## config.mk

```make
export PLATFORM = sky130hd
export DESIGN_NAME = usb_ls_rx
export DESIGN_NICKNAME = d
export VERILOG_FILES = /design/src/rtl/usbrx_pkg.sv /design/src/rtl/usbrx_sampler.sv /design/src/rtl/usbrx_unstuff.sv /design/src/rtl/usbrx_framer.sv /design/src/rtl/usb_ls_rx.sv
export SDC_FILE = /design/constraint.sdc
export NUM_CORES = 1
export LEC_CHECK = 0
export BUFFER_PORTS_ARGS = -buffer_cell sky130_fd_sc_hd__clkbuf_2
export CAP_MARGIN = 10
export CORE_MARGIN = 2
export CORE_UTILIZATION = 46
export CTS_CLUSTER_DIAMETER = 30
export DETAILED_ROUTE_END_ITERATION = 10
export PLACE_DENSITY = 0.66
export SYNTH_ARGS = -nofsm -noshare
export SYNTH_HDL_FRONTEND = slang
export SYNTH_SLANG_ARGS = --single-unit
```

## constraint.sdc

```tcl
create_clock -name clk -period 3.4 [get_ports clk]
set_input_delay 0.68 -clock clk [delete_from_list [all_inputs] [get_ports clk]]
set_output_delay 0.68 -clock clk [all_outputs]
set_load 0.1 [all_outputs]
```

## src/rtl/usbrx_pkg.sv

```systemverilog
package usbrx_pkg;

  // Receive sequencing states.
  typedef enum logic [1:0] {
    RX_IDLE,
    RX_SYNC,
    RX_DATA,
    RX_DRAIN
  } rx_state_e;

  // Decoded ones that force a stuffed bit.
  localparam int unsigned LS_STUFF_RUN = 6;

  // Bits per assembled byte.
  localparam int unsigned LS_BYTE_BITS = 8;

  // Single-ended zero: both lines low.
  function automatic logic line_is_se0(input logic p, input logic m);
    return (~p) & (~m);
  endfunction

endpackage

```

## src/rtl/usbrx_sampler.sv

```systemverilog
module usbrx_sampler
  import usbrx_pkg::*;
#(
  parameter int unsigned OSR = 4
) (
  input  logic clk,
  input  logic rst,
  input  logic dp_raw,
  input  logic dm_raw,
  output logic bit_stb,
  output logic bit_dp,
  output logic bit_se0,
  output logic dp_rise,
  output logic line_se0
);

  localparam int unsigned PH_W    = (OSR > 1) ? $clog2(OSR) : 1;
  localparam logic [PH_W-1:0] PH_MID  = PH_W'(OSR / 2);
  localparam logic [PH_W-1:0] PH_LAST = PH_W'(OSR - 1);

  // Two-stage synchronisers; reset to the idle J state.
  logic [1:0] dp_pipe;
  logic [1:0] dm_pipe;
  logic       dp_s;
  logic       dm_s;
  logic       dp_q;
  logic       line_edge;
  logic [PH_W-1:0] ph;
  logic [PH_W-1:0] ph_nxt;

  assign dp_s      = dp_pipe[1];
  assign dm_s      = dm_pipe[1];
  assign line_edge = dp_s ^ dp_q;

  always_ff @(posedge clk) begin
    if (rst) begin
      dp_pipe <= 2'b00;
      dm_pipe <= 2'b11;
    end else begin
      dp_pipe <= {dp_pipe[0], dp_raw};
      dm_pipe <= {dm_pipe[0], dm_raw};
    end
  end

  // Phase restarts on every D+ transition, else free-runs modulo OSR.
  always_comb begin
    if (line_edge)
      ph_nxt = '0;
    else if (ph == PH_LAST)
      ph_nxt = '0;
    else
      ph_nxt = ph + PH_W'(1);
  end

  always_ff @(posedge clk) begin
    if (rst) begin
      dp_q     <= 1'b0;
      ph       <= '0;
      bit_stb  <= 1'b0;
      bit_dp   <= 1'b0;
      bit_se0  <= 1'b0;
      dp_rise  <= 1'b0;
      line_se0 <= 1'b0;
    end else begin
      dp_q     <= dp_s;
      ph       <= ph_nxt;
      bit_stb  <= (ph_nxt == PH_MID);
      bit_dp   <= dp_s;
      bit_se0  <= line_is_se0(dp_s, dm_s);
      dp_rise  <= dp_s & ~dp_q;
      line_se0 <= line_is_se0(dp_s, dm_s);
    end
  end

endmodule

```

## src/rtl/usbrx_unstuff.sv

```systemverilog
module usbrx_unstuff
  import usbrx_pkg::*;
#(
  parameter int unsigned STUFF_RUN = LS_STUFF_RUN
) (
  input  logic clk,
  input  logic rst,
  input  logic en,
  input  logic seed,
  input  logic lvl,
  input  logic se0,
  output logic bit_vld,
  output logic bit_val,
  output logic bit_se0
);

  localparam int unsigned RUN_W = $clog2(STUFF_RUN + 1);
  localparam logic [RUN_W-1:0] RUN_MAX = RUN_W'(STUFF_RUN);

  logic             prev_lvl;
  logic [RUN_W-1:0] run;
  logic             same;

  assign same = (lvl == prev_lvl);

  always_ff @(posedge clk) begin
    if (rst) begin
      prev_lvl <= 1'b0;
      run      <= '0;
      bit_vld  <= 1'b0;
      bit_val  <= 1'b0;
      bit_se0  <= 1'b0;
    end else begin
      bit_vld <= 1'b0;
      if (seed) begin
        // Last sync bit is K (D+ high) and decodes as a 1.
        prev_lvl <= 1'b1;
        run      <= RUN_W'(1);
      end else if (en) begin
        prev_lvl <= lvl;
        bit_se0  <= se0;
        if (!se0 && run == RUN_MAX) begin
          run <= '0;
        end else begin
          bit_vld <= 1'b1;
          bit_val <= same;
          if (!same)
            run <= '0;
          else if (run != RUN_MAX)
            run <= run + RUN_W'(1);
        end
      end
    end
  end

endmodule

```

## src/rtl/usbrx_framer.sv

```systemverilog
module usbrx_framer
  import usbrx_pkg::*;
#(
  parameter int unsigned BUF_BYTES  = 8,
  parameter int unsigned SYNC_LIMIT = 12,
  localparam int unsigned AW = $clog2(BUF_BYTES),
  localparam int unsigned CW = $clog2(BUF_BYTES + 1)
) (
  input  logic          clk,
  input  logic          rst,
  input  logic          stb,
  input  logic          s_dp,
  input  logic          s_se0,
  input  logic          dp_rise,
  input  logic          line_se0,
  input  logic          bit_vld,
  input  logic          bit_val,
  input  logic          bit_se0,
  output logic          data_en,
  output logic          seed,
  output logic          wr_en,
  output logic [AW-1:0] wr_addr,
  output logic [7:0]    wr_data,
  output logic          done,
  output logic [CW-1:0] len,
  output logic          short_f,
  output logic          ovf_f
);

  localparam int unsigned SW = $clog2(SYNC_LIMIT + 1);
  localparam logic [SW-1:0] SYNC_END = SW'(SYNC_LIMIT - 1);
  localparam logic [CW-1:0] FULL     = CW'(BUF_BYTES);
  localparam logic [CW-1:0] MIN_LEN  = CW'(3);
  localparam int unsigned SLW = $clog2(LS_BYTE_BITS);
  localparam logic [SLW-1:0] SLOT_EOP  = SLW'(1);
  localparam logic [SLW-1:0] SLOT_LAST = SLW'(LS_BYTE_BITS - 1);

  rx_state_e      state;
  logic [SW-1:0]  sync_cnt;
  logic           last_k;
  logic [SLW-1:0] slot;
  logic [CW-1:0]  count;
  logic [7:0]     sr;
  logic [7:0]     sr_nxt;

  assign data_en = stb && (state == RX_DATA);
  assign sr_nxt  = {bit_val, sr[7:1]};

  always_ff @(posedge clk) begin
    if (rst) begin
      state    <= RX_IDLE;
      sync_cnt <= '0;
      last_k   <= 1'b0;
      slot     <= '0;
      count    <= '0;
      sr       <= '0;
      seed     <= 1'b0;
      wr_en    <= 1'b0;
      wr_addr  <= '0;
      wr_data  <= '0;
      done     <= 1'b0;
      len      <= '0;
      short_f  <= 1'b0;
      ovf_f    <= 1'b0;
    end else begin
      seed  <= 1'b0;
      wr_en <= 1'b0;
      done  <= 1'b0;
      case (state)
        RX_IDLE: begin
          if (dp_rise) begin
            state    <= RX_SYNC;
            sync_cnt <= '0;
            last_k   <= 1'b0;
          end
        end
        RX_SYNC: begin
          if (stb) begin
            if (s_dp && last_k) begin
              state <= RX_DATA;
              seed  <= 1'b1;
              slot  <= '0;
              count <= '0;
              sr    <= '0;
            end else if (s_se0 || (!s_dp && !last_k) || sync_cnt == SYNC_END) begin
              state <= RX_IDLE;
            end else begin
              sync_cnt <= sync_cnt + SW'(1);
              last_k   <= s_dp;
            end
          end
        end
        RX_DATA: begin
          if (bit_vld) begin
            if (slot == SLOT_EOP && bit_se0) begin
              done    <= 1'b1;
              len     <= count;
              short_f <= (count < MIN_LEN);
              ovf_f   <= 1'b0;
              state   <= RX_IDLE;
            end else begin
              sr   <= sr_nxt;
              slot <= slot + SLW'(1);
              if (slot == SLOT_LAST) begin
                if (count == FULL) begin
                  done    <= 1'b1;
                  len     <= count;
                  short_f <= 1'b0;
                  ovf_f   <= 1'b1;
                  state   <= RX_DRAIN;
                end else begin
                  wr_en   <= 1'b1;
                  wr_addr <= count[AW-1:0];
                  wr_data <= sr_nxt;
                  count   <= count + CW'(1);
                end
              end
            end
          end
        end
        RX_DRAIN: begin
          if (line_se0)
            state <= RX_IDLE;
        end
        default: state <= RX_IDLE;
      endcase
    end
  end

endmodule

```

## src/rtl/usb_ls_rx.sv

```systemverilog
module usb_ls_rx
  import usbrx_pkg::*;
#(
  parameter int unsigned OSR        = 4,
  parameter int unsigned BUF_BYTES  = 8,
  parameter int unsigned SYNC_LIMIT = 12,
  parameter int unsigned STUFF_RUN  = LS_STUFF_RUN,
  localparam int unsigned AW = $clog2(BUF_BYTES),
  localparam int unsigned CW = $clog2(BUF_BYTES + 1)
) (
  input  logic          clk,
  input  logic          rst,
  input  logic          dp_i,
  input  logic          dm_i,
  output logic          wr_en_o,
  output logic [AW-1:0] wr_addr_o,
  output logic [7:0]    wr_data_o,
  output logic          pkt_done_o,
  output logic [CW-1:0] pkt_len_o,
  output logic          pkt_short_o,
  output logic          pkt_ovf_o
);

  logic stb;
  logic s_dp;
  logic s_se0;
  logic dp_rise;
  logic line_se0;
  logic data_en;
  logic seed;
  logic bit_vld;
  logic bit_val;
  logic bit_se0;

  usbrx_sampler #(.OSR(OSR)) u_smp (
    .clk      (clk),
    .rst      (rst),
    .dp_raw   (dp_i),
    .dm_raw   (dm_i),
    .bit_stb  (stb),
    .bit_dp   (s_dp),
    .bit_se0  (s_se0),
    .dp_rise  (dp_rise),
    .line_se0 (line_se0)
  );

  usbrx_unstuff #(.STUFF_RUN(STUFF_RUN)) u_dec (
    .clk     (clk),
    .rst     (rst),
    .en      (data_en),
    .seed    (seed),
    .lvl     (s_dp),
    .se0     (s_se0),
    .bit_vld (bit_vld),
    .bit_val (bit_val),
    .bit_se0 (bit_se0)
  );

  usbrx_framer #(.BUF_BYTES(BUF_BYTES), .SYNC_LIMIT(SYNC_LIMIT)) u_frm (
    .clk      (clk),
    .rst      (rst),
    .stb      (stb),
    .s_dp     (s_dp),
    .s_se0    (s_se0),
    .dp_rise  (dp_rise),
    .line_se0 (line_se0),
    .bit_vld  (bit_vld),
    .bit_val  (bit_val),
    .bit_se0  (bit_se0),
    .data_en  (data_en),
    .seed     (seed),
    .wr_en    (wr_en_o),
    .wr_addr  (wr_addr_o),
    .wr_data  (wr_data_o),
    .done     (pkt_done_o),
    .len      (pkt_len_o),
    .short_f  (pkt_short_o),
    .ovf_f    (pkt_ovf_o)
  );

endmodule

```

==> run metrics <==
Critical Path End Type output port; R2R setup slack 1.59 ns; worst slew pin tran 0.722 ns; die width 75.6 microns; fin crit share 0.535; final worst path period need 1.82 ns; worst hold stages 1; critical path class register to output port; IO Count 23; overall routing resource usage 0.160; Detailed Place HPWL 2790 microns; largest area contributor in the netlist dfxtp_1; RR Endpoint u_frm.count[0]; RSZ-0062 raised after global routing no; cells on worst reg2reg path 6; static leakage 1.11 nW; Pwr Density 540 nW/um^2; vias in the first global route 1571; Vias/cell 5.06; Post-Place Cells 335; PnR worst setup slack 1.58 ns; busiest grt layer met2; drt drc 0; clock sink total 58; WP data arrival 1.14 ns; GR Util met2 0.249; Synth warnings 0; Final Hold Vio Count 0; DR WL/cell 11.8 microns; Max Cap Viol 0; worst endpoint required time 2.72 ns; number of DRC markers in iteration 0 77; met1 Resource Use GR 0.192; Hold WC Path Type register to register; critical-path cell list clkbuf_2; met3 Usage GRT 0.0767; share of cells above drive strength 1 0.160; post_cts resized 0; syn nets 266; Nets 290; Setup TNS 0 ns; Critical Path Max Stage Delay 0.46 ns; core area 5040 sq um; final cell count without fillers 351; HP Start u_smp.dm_pipe[1]; Worst Skew 0.00659 ns; gpl congestion 0.840; CTS Root Cell clkbuf_8; maximum clock path buffer count 2; Worst path slowest cell clkbuf_2; Area Growth Syn to Fin 16.7%; via count 1775; global-route wire length before repair 6790 microns; Final Setup Violations 0; CTS tree built; Post-synth EDFFs 0; Port Buffers 22; initial antenna violation count 0; Crit path max-delay family buffers and inverters; gr ovfl total 0; htree depth 3; site row count 26; Avg Inst Size Synth 9.36 sq um; register area share after synthesis 0.492; die area 5720 sq um; 1st-pass router iterations 4; Post-synth ARST share 0; FMAX 550 MHz; top post-synthesis cells by area dfxtp_1 (49%), ha_1 (5.3%), nand2_1 (5.1%), nor2_1 (4.1%), a21oi_1 (3.4%); cts hold-fix bufs 0; synthesized flop and latch total 58; Crit path buffers/inverters 1; Slew HR 0.517; Synth top area share 0.492; synthesized cell area 2360 sq um; die span in y 75.6 microns; Worst-Skew Late Latency 0.34 ns; Final ANT Viol Nets 0; initial core utilization 0.468; CTS clk-pin slew, worst paths 0.06 ns; Post-synth top flop dfxtp_1; post-CTS setup buffers 0; status finished, final reports clean; worst-path maximum fanout 2; reg2reg start u_frm.slot[0]; largest net degree at the start of global routing 48; WL final 4150 microns; fin. max-slew vios 0; peak supply drop 331 uV; crit start category register; post-synthesis cell count 252; Num CTS Buffers 9; Post-Place Worst Slack 1.59 ns; WHS Endpoint u_smp.bit_se0; synth unique cells 44; Inserted Diodes 0
[synth_stat cells (2+ instances only)]
master,number
nand4b_1,2
a32oi_1,2
buf_2,3
clkbuf_1,4
nand4_1,5
nand3b_1,7
a22o_1,8
nor2_1,26
or2_2,2
nor3b_1,2
inv_1,9
nor3_1,8
xor2_1,4
and3b_1,2
nor2b_1,9
a21oi_1,16
nand2_1,32
a31o_2,2
and3_1,3
ha_1,10
nand3_1,6
mux2i_1,8
a211oi_1,3
a22oi_1,2
dfxtp_1,58
[metrics by stage]
stage                     hold WS (ns)  cell area (sq um)  power, mW  utilization
after floorplan                  0.373               2360      0.732            -
after global placement           0.376               2510      0.740        0.498
final                            0.383               2750       1.49        0.546
after CTS                        0.385               2750       1.51        0.546
after detailed placement         0.382               2510      0.741        0.498
after global routing             0.388               2750       1.54        0.546
[cell type report]
cell class / count / area, sq um
clock buffer: 9 / 124
clock inverter: 7 / 118
fill: 465 / 2290
inverter: 9 / 33.8
multi-input combinational: 175 / 1110
sequential: 58 / 1160
tap: 70 / 87.6
timing repair buffer: 23 / 118
[layout by cell type, fill, tap and decap left out, types with 4 or more instances in the layout]
cell type and n:
nand3b_1 7, a22o_1 8, nand2_1 32, mux2i_1 8, ha_1 10, nand3_1 6, nor2b_1 9, a21oi_1 16
inv_1 9, xor2_1 4, dfxtp_1 58, clkbuf_2 22, nor3_1 8, clkbuf_8 9, nor2_1 26, nand4_1 5
[worst max path at each step]
stage	startpoint	endpoint	slack [ns]	cells past startpoint
after floorplan	u_frm.short_f	pkt_short_o	1.80	0
after global placement	u_frm.slot[0]	u_frm.count[1]	1.64	6
after detailed placement	u_frm.slot[0]	u_frm.count[1]	1.59	6
after CTS	u_frm.wr_addr[0]	wr_addr_o[0]	1.54	1
after global routing	u_frm.slot[1]	u_frm.count[1]	1.39	6
final	u_frm.wr_addr[0]	wr_addr_o[0]	1.58	1
[routing by layer]
metal	vias to the layer above	share of wire
li1	929	-
met5	-	0
met1	804	0.49
met2	35	0.45
met3	7	0.054
met4	0	0.014
[sequential cells by signal, summed over array words and instances, names as in the netlist, 2 cells and up]
| name | flops |
|---|---|
| u_dec.run | 3 |
| u_frm.count | 4 |
| u_frm.len | 4 |
| u_frm.slot | 3 |
| u_frm.sr | 7 |
| u_frm.state | 2 |
| u_frm.sync_cnt | 4 |
| u_frm.wr_addr | 3 |
| u_frm.wr_data | 8 |
| u_smp.dm_pipe | 2 |
| u_smp.dp_pipe | 2 |
| u_smp.ph | 2 |
[cells by family after synthesis]
| kind of cell | count (synthesis) | synth area share |
|---|---|---|
| AND/OR/NAND/NOR | 111 | 0.241 |
| flip-flops | 58 | 0.492 |
| AO/OA/AOI/OAI | 40 | 0.117 |
| buffers and inverters | 19 | 0.0366 |
| adder cells (fa/ha/maj) | 10 | 0.0531 |
| multiplexers | 8 | 0.0340 |
| XOR/XNOR | 6 | 0.0255 |
[power breakdown]
| group | internal, mW | switching, mW | leakage (nW) |
|---|---|---|---|
| clock network | 0.485 | 0.277 | 0.111 |
| registers | 0.687 | 0.00595 | 0.469 |
| logic | 0.0120 | 0.0189 | 0.534 |
Note: power is estimated with default switching activity, not from simulation.
